## src/rtl/rc_pkg.sv

```systemverilog
package rc_pkg;
  localparam int WORD_W     = 32;
  localparam int CRD_W      = 16;
  localparam int PITCH_LSB  = 22;
  localparam int PITCH_W    = WORD_W - PITCH_LSB;
  localparam int BASE_SHIFT = 10;

  typedef enum logic [2:0] {
    SEL_SRC   = 3'd0,
    SEL_DST   = 3'd1,
    SEL_DIR   = 3'd2,
    SEL_PITCH = 3'd3,
    SEL_SIZE  = 3'd4
  } rc_sel_e;

  typedef enum logic [1:0] {
    PH_IDLE  = 2'd0,
    PH_READ  = 2'd1,
    PH_WRITE = 2'd2
  } rc_phase_e;

  // Position along one axis for walk index idx.
  function automatic logic [CRD_W-1:0] walk_pos(
    input logic [CRD_W-1:0] start,
    input logic [CRD_W-1:0] len,
    input logic [CRD_W-1:0] idx,
    input logic             inc
  );
    return inc ? (start + idx) : (start + len - 1'b1 - idx);
  endfunction

  // Linear pixel address from the pitch/base word.
  function automatic logic [WORD_W-1:0] lin_addr(
    input logic [WORD_W-1:0] pw,
    input logic [CRD_W-1:0]  y,
    input logic [CRD_W-1:0]  x
  );
    logic [WORD_W-1:0] base_b;
    logic [WORD_W-1:0] row_off;
    base_b  = {pw[PITCH_LSB-1:0], {BASE_SHIFT{1'b0}}};
    row_off = {{(WORD_W-CRD_W){1'b0}}, y} * {{PITCH_LSB{1'b0}}, pw[WORD_W-1:PITCH_LSB]};
    return base_b + row_off + {{(WORD_W-CRD_W){1'b0}}, x};
  endfunction
endpackage

```

## src/rtl/rc_cmd_regs.sv

```systemverilog
module rc_cmd_regs
  import rc_pkg::*;
(
  input  logic              clk,
  input  logic              rst_n,
  input  logic              cmd_we,
  input  logic [2:0]        cmd_sel,
  input  logic [WORD_W-1:0] cmd_data,
  input  logic              busy,
  output logic [WORD_W-1:0] src_yx,
  output logic [WORD_W-1:0] dst_yx,
  output logic [WORD_W-1:0] size_wh,
  output logic [WORD_W-1:0] pitch_word,
  output logic [1:0]        dir_bits,
  output logic              start_evt,
  output logic              zero_evt
);
  logic accept;
  logic size_wr;
  logic size_empty;

  assign accept     = cmd_we && !busy;
  assign size_wr    = accept && (rc_sel_e'(cmd_sel) == SEL_SIZE);
  assign size_empty = (cmd_data[WORD_W-1:CRD_W] == '0) || (cmd_data[CRD_W-1:0] == '0);
  assign start_evt  = size_wr && !size_empty;
  assign zero_evt   = size_wr && size_empty;

  always_ff @(posedge clk) begin
    if (!rst_n) begin
      src_yx     <= '0;
      dst_yx     <= '0;
      size_wh    <= '0;
      pitch_word <= '0;
      dir_bits   <= 2'b11;
    end else if (accept) begin
      case (rc_sel_e'(cmd_sel))
        SEL_SRC:   src_yx     <= cmd_data;
        SEL_DST:   dst_yx     <= cmd_data;
        SEL_DIR:   dir_bits   <= cmd_data[1:0];
        SEL_PITCH: pitch_word <= cmd_data;
        SEL_SIZE:  size_wh    <= cmd_data;
        default:   ;
      endcase
    end
  end
endmodule

```

## src/rtl/rc_walker.sv

```systemverilog
module rc_walker
  import rc_pkg::*;
(
  input  logic              clk,
  input  logic              rst_n,
  input  logic              start,
  input  logic [WORD_W-1:0] size_wh,
  output logic              busy,
  output logic              rd_phase,
  output logic              wr_phase,
  output logic              last,
  output logic [CRD_W-1:0]  col,
  output logic [CRD_W-1:0]  row
);
  rc_phase_e phase;
  logic [CRD_W-1:0] w_last;
  logic [CRD_W-1:0] h_last;
  logic             row_end;

  assign w_last  = size_wh[CRD_W-1:0] - 1'b1;
  assign h_last  = size_wh[WORD_W-1:CRD_W] - 1'b1;
  assign row_end = (col == w_last);
  assign last    = row_end && (row == h_last);

  assign busy     = (phase != PH_IDLE);
  assign rd_phase = (phase == PH_READ);
  assign wr_phase = (phase == PH_WRITE);

  always_ff @(posedge clk) begin
    if (!rst_n) begin
      phase <= PH_IDLE;
      col   <= '0;
      row   <= '0;
    end else begin
      case (phase)
        PH_IDLE: begin
          if (start) begin
            phase <= PH_READ;
            col   <= '0;
            row   <= '0;
          end
        end
        PH_READ: phase <= PH_WRITE;
        PH_WRITE: begin
          if (last) begin
            phase <= PH_IDLE;
          end else begin
            phase <= PH_READ;
            if (row_end) begin
              col <= '0;
              row <= row + 1'b1;
            end else begin
              col <= col + 1'b1;
            end
          end
        end
        default: phase <= PH_IDLE;
      endcase
    end
  end
endmodule

```

## src/rtl/rc_addr_gen.sv

```systemverilog
module rc_addr_gen
  import rc_pkg::*;
#(
  parameter int ADDR_W = 32
) (
  input  logic [WORD_W-1:0] src_yx,
  input  logic [WORD_W-1:0] dst_yx,
  input  logic [WORD_W-1:0] size_wh,
  input  logic [WORD_W-1:0] pitch_word,
  input  logic [1:0]        dir_bits,
  input  logic [CRD_W-1:0]  col,
  input  logic [CRD_W-1:0]  row,
  output logic [ADDR_W-1:0] src_addr,
  output logic [ADDR_W-1:0] dst_addr
);
  localparam int N_END = 2;

  logic [N_END-1:0][WORD_W-1:0] corner;
  logic [N_END-1:0][ADDR_W-1:0] addr;

  assign corner[0] = src_yx;
  assign corner[1] = dst_yx;

  for (genvar e = 0; e < N_END; e++) begin : g_end
    logic [CRD_W-1:0]  px;
    logic [CRD_W-1:0]  py;
    logic [WORD_W-1:0] full;
    assign px      = walk_pos(corner[e][CRD_W-1:0], size_wh[CRD_W-1:0], col, dir_bits[0]);
    assign py      = walk_pos(corner[e][WORD_W-1:CRD_W], size_wh[WORD_W-1:CRD_W], row, dir_bits[1]);
    assign full    = lin_addr(pitch_word, py, px);
    assign addr[e] = full[ADDR_W-1:0];
  end

  assign src_addr = addr[0];
  assign dst_addr = addr[1];
endmodule

```

## src/rtl/rect_copy_engine.sv

```systemverilog
module rect_copy_engine
  import rc_pkg::*;
#(
  parameter int ADDR_W = 32,
  parameter int PIX_W  = 8
) (
  input  logic              clk,
  input  logic              rst_n,
  input  logic              cmd_we,
  input  logic [2:0]        cmd_sel,
  input  logic [31:0]       cmd_data,
  output logic              busy,
  output logic              mem_rd_en,
  output logic [ADDR_W-1:0] mem_rd_addr,
  input  logic [PIX_W-1:0]  mem_rd_data,
  output logic              mem_wr_en,
  output logic [ADDR_W-1:0] mem_wr_addr,
  output logic [PIX_W-1:0]  mem_wr_data
);
  logic [WORD_W-1:0] src_yx;
  logic [WORD_W-1:0] dst_yx;
  logic [WORD_W-1:0] size_wh;
  logic [WORD_W-1:0] pitch_word;
  logic [1:0]        dir_bits;
  logic              start_evt;
  logic              zero_evt;
  logic              rd_phase;
  logic              wr_phase;
  logic              last;
  logic [CRD_W-1:0]  col;
  logic [CRD_W-1:0]  row;
  logic [ADDR_W-1:0] src_addr;
  logic [ADDR_W-1:0] dst_addr;

  // Named events for the checker
  logic last_evt;
  logic cmd_drop;

  rc_cmd_regs u_regs (
    .clk        (clk),
    .rst_n      (rst_n),
    .cmd_we     (cmd_we),
    .cmd_sel    (cmd_sel),
    .cmd_data   (cmd_data),
    .busy       (busy),
    .src_yx     (src_yx),
    .dst_yx     (dst_yx),
    .size_wh    (size_wh),
    .pitch_word (pitch_word),
    .dir_bits   (dir_bits),
    .start_evt  (start_evt),
    .zero_evt   (zero_evt)
  );

  rc_walker u_walk (
    .clk      (clk),
    .rst_n    (rst_n),
    .start    (start_evt),
    .size_wh  (size_wh),
    .busy     (busy),
    .rd_phase (rd_phase),
    .wr_phase (wr_phase),
    .last     (last),
    .col      (col),
    .row      (row)
  );

  rc_addr_gen #(.ADDR_W(ADDR_W)) u_addr (
    .src_yx     (src_yx),
    .dst_yx     (dst_yx),
    .size_wh    (size_wh),
    .pitch_word (pitch_word),
    .dir_bits   (dir_bits),
    .col        (col),
    .row        (row),
    .src_addr   (src_addr),
    .dst_addr   (dst_addr)
  );

  assign last_evt = wr_phase && last;
  assign cmd_drop = cmd_we && busy;

  assign mem_rd_en   = rd_phase;
  assign mem_rd_addr = src_addr;
  assign mem_wr_en   = wr_phase;
  assign mem_wr_addr = dst_addr;
  assign mem_wr_data = mem_rd_data;
endmodule

```

## config.mk

```make
export PLATFORM = sky130hd
export DESIGN_NAME = rect_copy_engine
export DESIGN_NICKNAME = d
export VERILOG_FILES = /design/src/rtl/rc_pkg.sv /design/src/rtl/rc_cmd_regs.sv /design/src/rtl/rc_walker.sv /design/src/rtl/rc_addr_gen.sv /design/src/rtl/rect_copy_engine.sv
export SDC_FILE = /design/constraint.sdc
export NUM_CORES = 2
export LEC_CHECK = 0
export BUFFER_PORTS_ARGS = -buffer_cell sky130_fd_sc_hd__clkbuf_2
export CAP_MARGIN = 20
export CORE_MARGIN = 3
export CORE_UTILIZATION = 56
export DETAILED_ROUTE_END_ITERATION = 16
export GPL_TIMING_DRIVEN = 0
export PLACE_DENSITY_LB_ADDON = 0.12
export SYNTH_ARGS = -nofsm -noshare
export SYNTH_HDL_FRONTEND = slang
export SYNTH_SLANG_ARGS = --single-unit
```

## constraint.sdc

```tcl
create_clock -name clk -period 16.1 [get_ports clk]
set_input_delay 1.61 -clock clk [delete_from_list [all_inputs] [get_ports clk]]
set_output_delay 1.61 -clock clk [all_outputs]
set_load 0.02 [all_outputs]
```

==> Word-level counts from Yosys, hierarchy flattened <==
Cells that the tools add are included.
{ "classes": {"eq_ne": 11, "mux": 14, "n_reduce_logical": 20, "add_sub_neg": 24, "multipliers": 2} }
{ "op_table": {"columns": ["cell", "n"], "rows": [
  ["16-bit two-way mux", 9],
  ["16-bit adder", 8],
  ["16-bit by 1-bit subtractor with 16-bit output (second input constant)", 6],
  ["32-bit by 16-bit adder with 32-bit output", 2],
  ["32-bit by 26-bit adder with 32-bit output", 2],
  ["16-bit case mux with 2 select lines", 2],
  ["16-bit subtractor", 4],
  ["16-bit by 10-bit multiplier with 26-bit output", 2],
  ["16-bit by 1-bit adder with 16-bit output (second input constant)", 2],
  ["16-bit == test", 2],
  ["16-bit zero test", 2],
  ["2-bit AND reduction", 5],
  ["3-bit by 2-bit == test with 1-bit output (second input constant)", 2],
  ["2-bit case mux with 3 select lines", 1],
  ["1-bit logical AND", 4],
  ["2-bit inequality test (second input constant)", 2],
  ["4-bit AND reduction", 1],
  ["2-bit nonzero test", 2],
  ["3-bit by 1-bit == test with 1-bit output (second input constant)", 1],
  ["3-bit == test (second input constant)", 1],
  ["3-bit zero test", 1],
  ["3-bit AND reduction", 1],
  ["2-bit by 1-bit == test with 1-bit output (second input constant)", 1],
  ["2-bit == test (second input constant)", 1],
  ["other kinds (6)", 7]
]} }
{ "totals": {"inputBits": 46, "register_bits": 164, "word_cells": 79, "output_inout_bits": 75} }

==> Depth between registers and ports, before layout <==
{ "depth": {"ltp_word": 7, "ltp_mapped": 34, "mapped_depth_nobuf": 33} }

==> Modules after synthesis <==
A second synthesis with hierarchy kept.
{ "hier_totals": {"cells_unflattened": 3710, "area_unflattened_um2": 30324.1} }
{ "by_module_without_submodules": {"columns": ["module", "n_inst", "seq_area_each_um2", "area_per_inst_um2", "cells_per_inst"], "rows": [
  ["rc_addr_gen", 1, 0.0, 21954.8, 2722],
  ["rc_cmd_regs", 1, 2602.5, 5367.6, 611],
  ["rc_walker", 1, 680.7, 2941.6, 369],
  ["rect_copy_engine", 1, 0.0, 60.1, 8]
]} }

==> Worst setup path before layout <==
Ideal clock, no wire load.
{ "synth_timing": {"kind": "reg-to-output", "from": "register u_regs.size_wh[18]", "to": "output port mem_wr_addr[28]", "t_required_ns": 14.490, "stages_incl_launch_ff": 33, "path_buffers": 1, "t_arrival_ns": 8.270, "path_slack_ns": 6.220, "cell_sequence": "dfxtp_1 > buf_2 > inv_1 > fa_1 > inv_1 > ha_1 > a21o_1 > a21oi_1 > o21ai_0 > a2111oi_0 > o311ai_0 > a21oi_1 > xor2_1 > mux2i_1 > nand2_1 > fa_1 > fa_1 > inv_1 > fa_1 > fa_1 > inv_1 > fa_1 > inv_1 > ha_1 > a211o_1 > a211oi_1 > o211ai_1 > nand2_1 > o31ai_1 > a221oi_1 > o221ai_1 > a211o_1 > o2111ai_1"} }
{ "synth_between": {"elab_chain_cells": 7} }
{ "synth_lines": {"columns": ["item", "line", "rtl"], "rows": [
  ["start: declaration", "rc_cmd_regs.sv:12", "output logic [WORD_W-1:0] size_wh,"],
  ["start signal: assignment", "rc_cmd_regs.sv:41", "SEL_SIZE: size_wh <= cmd_data;"],
  ["16-bit adder", "rc_pkg.sv:29", "return inc ? (start + idx) : (start + len - 1'b1 - idx);"],
  ["16-bit by 1-bit subtractor with 16-bit output", "rc_pkg.sv:29", null],
  ["16-bit subtractor", "rc_pkg.sv:29", null],
  ["16-bit two-way mux", "rc_pkg.sv:29", null],
  ["16-bit by 10-bit multiplier with 26-bit output", "rc_pkg.sv:41", "row_off = {{(WORD_W-CRD_W){1'b0}}, y} * {{PITCH_LSB{1'b0}}, pw[WORD_W-1:PITCH_LSB]};"],
  ["32-bit by 26-bit adder with 32-bit output", "rc_pkg.sv:42", "return base_b + row_off + {{(WORD_W-CRD_W){1'b0}}, x};"],
  ["32-bit by 16-bit adder with 32-bit output", "rc_pkg.sv:42", null],
  ["end: declaration", "rect_copy_engine.sv:17", "output logic [ADDR_W-1:0] mem_wr_addr,"]
]} }
No other way between the ends.

==> Final worst setup path <==
{ "layout_timing": {"from": "register u_walk.row[1]", "to": "output port mem_rd_addr[29]"} }
{ "layout_between": {"elab_chain_cells": 5, "elab_cells_between_ends": 6, "classes_between": "add/sub (4); mul (1); mux (1)"} }
{ "layout_lines": {"columns": ["item", "line", "rtl"], "rows": [
  ["start: declaration", "rc_walker.sv:13", "output logic [CRD_W-1:0] row"],
  ["start signal: assignment", "rc_walker.sv:51", "row <= row + 1'b1;"],
  ["16-bit subtractor or 16-bit adder (tied branches)", "rc_pkg.sv:29", null],
  ["16-bit two-way mux (*)", "rc_pkg.sv:29", null],
  ["16-bit by 10-bit multiplier with 26-bit output (*)", "rc_pkg.sv:41", null],
  ["32-bit by 26-bit adder with 32-bit output (*)", "rc_pkg.sv:42", null],
  ["32-bit by 16-bit adder with 32-bit output (*)", "rc_pkg.sv:42", null],
  ["end: declaration", "rect_copy_engine.sv:14", "output logic [ADDR_W-1:0] mem_rd_addr,"]
]} }
Mark *: on every way between the ends. The rest lies on a longest branch, timed or not.

==> qor.yml <==
setup_path:
  cp.arrival_ns: 10.89
  required_ns: 14.49
  cp-end-kind: "output port"
  crit_buf_inv: 7
  slowest_stage: "o41ai_1"
  critPathLaunchType: "flop"
  crit_top_cell: "fa_1"
  r2r_slack_ns: 12.38
  crit_family: "compound AO/OA/AOI/OAI gates"
  crit_type: "flop to output port"
  cpPeakStageDelay_ns: 0.76
  crit_fanout: 10
cts:
  max-clock-path-buffers: 2
  cts.sinks: 164
  hold_buffers: 0
  postCtsSetupBuffers: 0
  cts_root_buf: "clkbuf_16"
  clk_latency_ns: 0.46
  cts_resized: 0
  htree_num_levels: 4
  numCtsBuffers: 17
  cts_tree: "yes"
  clkTransAtPathRegs_ns: 0.07
sta:
  fin_crit_ns: 12.50
  fmax_mhz: 80.0
  hold_viol: 0
  min_period_over_period_pct: 77.6
  setup-violations-final: 0
  fin_tns_setup_ns: 0
  timing.hold.ws_ns: 0.472
  maxSlewViolCount: 0
  rsz0062_at_grt: "no"
  worst_pin_slew_ns: 1.15
  slew_headroom_pct: 23.2
  finClkSkew_ns: 0.00724
floorplanning:
  initial_core_util_pct: 57.0
  die_y_um: 230
  chipWidth_um: 230
  core_area_mm2: 0.0493
  die_area_mm2: 0.0529
  ios: 121
  rows: 81
route:
  dr.pass1.iters: 7
  wirelength_um: 90400
  dr.first_iter.drc_count: 2124
  routed_via_density: 5.82
  drc: 0
  postRouteAntennaNets: 0
  wl_per_cell_um: 21.0
  vias: 25100
logic_synthesis:
  synth.cell_area_mm2: 0.0281
  synth_common_cells: "571 x inv_1, 507 x nand2_1, 354 x fa_1"
  synthCells: 3475
  yosys.area.top_type: "fa_1"
  syn_avg_cell_area_um2: 8.08
  synth_fp_nets: 4141
  synth.most_common_cell: "inv_1"
  ys_async_sr_fraction_pct: 0
  ys.flop_type: "dfxtp_1"
  synth_top_area_share_pct: 25.2
  yosysSeqAreaShare_pct: 11.7
  yosys-top-cells-area: "fa_1 25%, ha_1 12%, dfxtp_1 12%"
  synth-seq-cells: 164
  post_synth_num_cell_types: 81
  synth_edf_count: 0
  ys_warn_count: 0
grt:
  grtUsageTotal_pct: 34.0
  first_global_vias: 25000
  grt_max_degree: 17
  grt_pass1_wl_um: 138000
  antenna_found_initial: 2
  grt_overflow_total: 0
pwr:
  powerDensity_mw_per_mm2: 40.5
  p_leak_nw: 14.5
  finalPower_mw: 1.23
  max-vdd-ir-drop_mv: 0.0736
finish:
  regArea_mm2: 0.00328
  multi_input_area_mm2: 0.0221
  final_layout_size_suffix_gt1_share_pct: 6.40
  syn_to_final_growth_pct: 8.03
  fillCellCount: 4528
  design_area_mm2: 0.0303
  final_nets: 4294
placement:
  numPortBuffers: 112
  place_congestion: 0.981
  post_dp_cell_area_mm2: 0.0296
  place_hpwl_um: 75100
outcome:
  run_status: "finished clean"
worst_hold_path:
  hold_path_class: "flop to flop"
job:
  maxCapViolations: 0
worst min-delay path, stage by stage (launching register included):
cell and delay, ns:
dfxtp_1 0.32, nand2_1 0.05, a21boi_0 0.06
layout by cell type, fill, tap and decap left out, types with 13 or more instances in the layout:
cell	n
buf_4	22
o31ai_1	17
clkbuf_1	99
dfxtp_1	164
mux2i_1	18
o21bai_1	19
nor2_1	156
fa_1	354
a31oi_1	19
a21boi_0	136
nand2_1	507
o211ai_1	17
clkbuf_2	113
nor2b_1	15
nand3_1	55
nand2b_1	20
o21a_1	19
and2_1	168
a211oi_1	31
buf_1	13
xor2_1	61
or2_2	17
inv_1	571
a21oi_1	155
clkbuf_16	17
nor3_1	58
nor4_1	20
ha_1	266
xnor2_1	136
nand4_1	37
o21ai_0	68
and3_1	27
a21o_1	39
or3_1	38
cells by family after synthesis:
logic type | Yosys count | share of synthesized area, %
fa+ha+maj | 620 | 37.1
xor+xnor | 197 | 6.15
flops | 164 | 11.7
mux | 24 | 0.882
compound gates | 620 | 15.1
buf+inv | 699 | 9.56
simple gates | 1151 | 19.5
power by group:
part	internal (mW)	leakage, nW	switching [mW]
registers	0.412	1.33	0.00996
logic	0.123	12.9	0.217
clock network	0.270	0.320	0.196
total	0.805	14.5	0.424
flip-flops by register name (all words and copies together) (netlist names):
name / cells
u_regs.dir_bits: 2
u_walk.phase: 2
u_regs.pitch_word: 32
u_regs.size_wh: 32
u_regs.src_yx: 32
u_regs.dst_yx: 32
u_walk.row: 16
u_walk.col: 16
layer usage:
layer  GRT usage [%]  vias to the layer above  routed length (um)  part of all wire, %
li1                -                    11600                   -                    -
met1            45.3                    12300               38300                   42
met2            55.4                      986               41200                   46
met3            4.78                      198                6980                  7.7
met4            14.3                        2                3820                  4.2
met5            1.01                        -                  75                0.083
path summary, 6_finish.rpt:
check	end	startpoint	depth (start not counted)
setup / recovery	mem_rd_addr[29]	u_walk.row[1]	33
hold reg to reg	u_regs.pitch_word[14]	u_regs.pitch_word[14]	2
hold / removal	u_regs.pitch_word[14]	u_regs.pitch_word[14]	2
setup reg to reg	u_walk.col[15]	u_regs.size_wh[0]	12
per-stage QoR:
step           worst slack [ns]  util (%)  cells
6_report                   3.60      61.6   4307
2_1_floorplan              6.22         -   3475
3_3_place_gp               3.56      59.8   4251
3_5_place_dp               4.06      60.1   4264
5_1_grt                    3.06      61.6   4304
4_1_cts                    3.51      61.4   4295
cell type report:
cell class | instances | share of cell area (%)
sequential | 164 | 10.8
buffer | 127 | 1.77
clock inverter | 13 | 0.689
antenna | 3 | 0.0248
inverter | 572 | 7.08
tap | 664 | 2.74
timing repair buffer | 134 | 2.48
clock buffer | 18 | 1.45
multi-input combinational | 2612 | 72.9
Note: power is estimated with default switching activity, not from simulation.
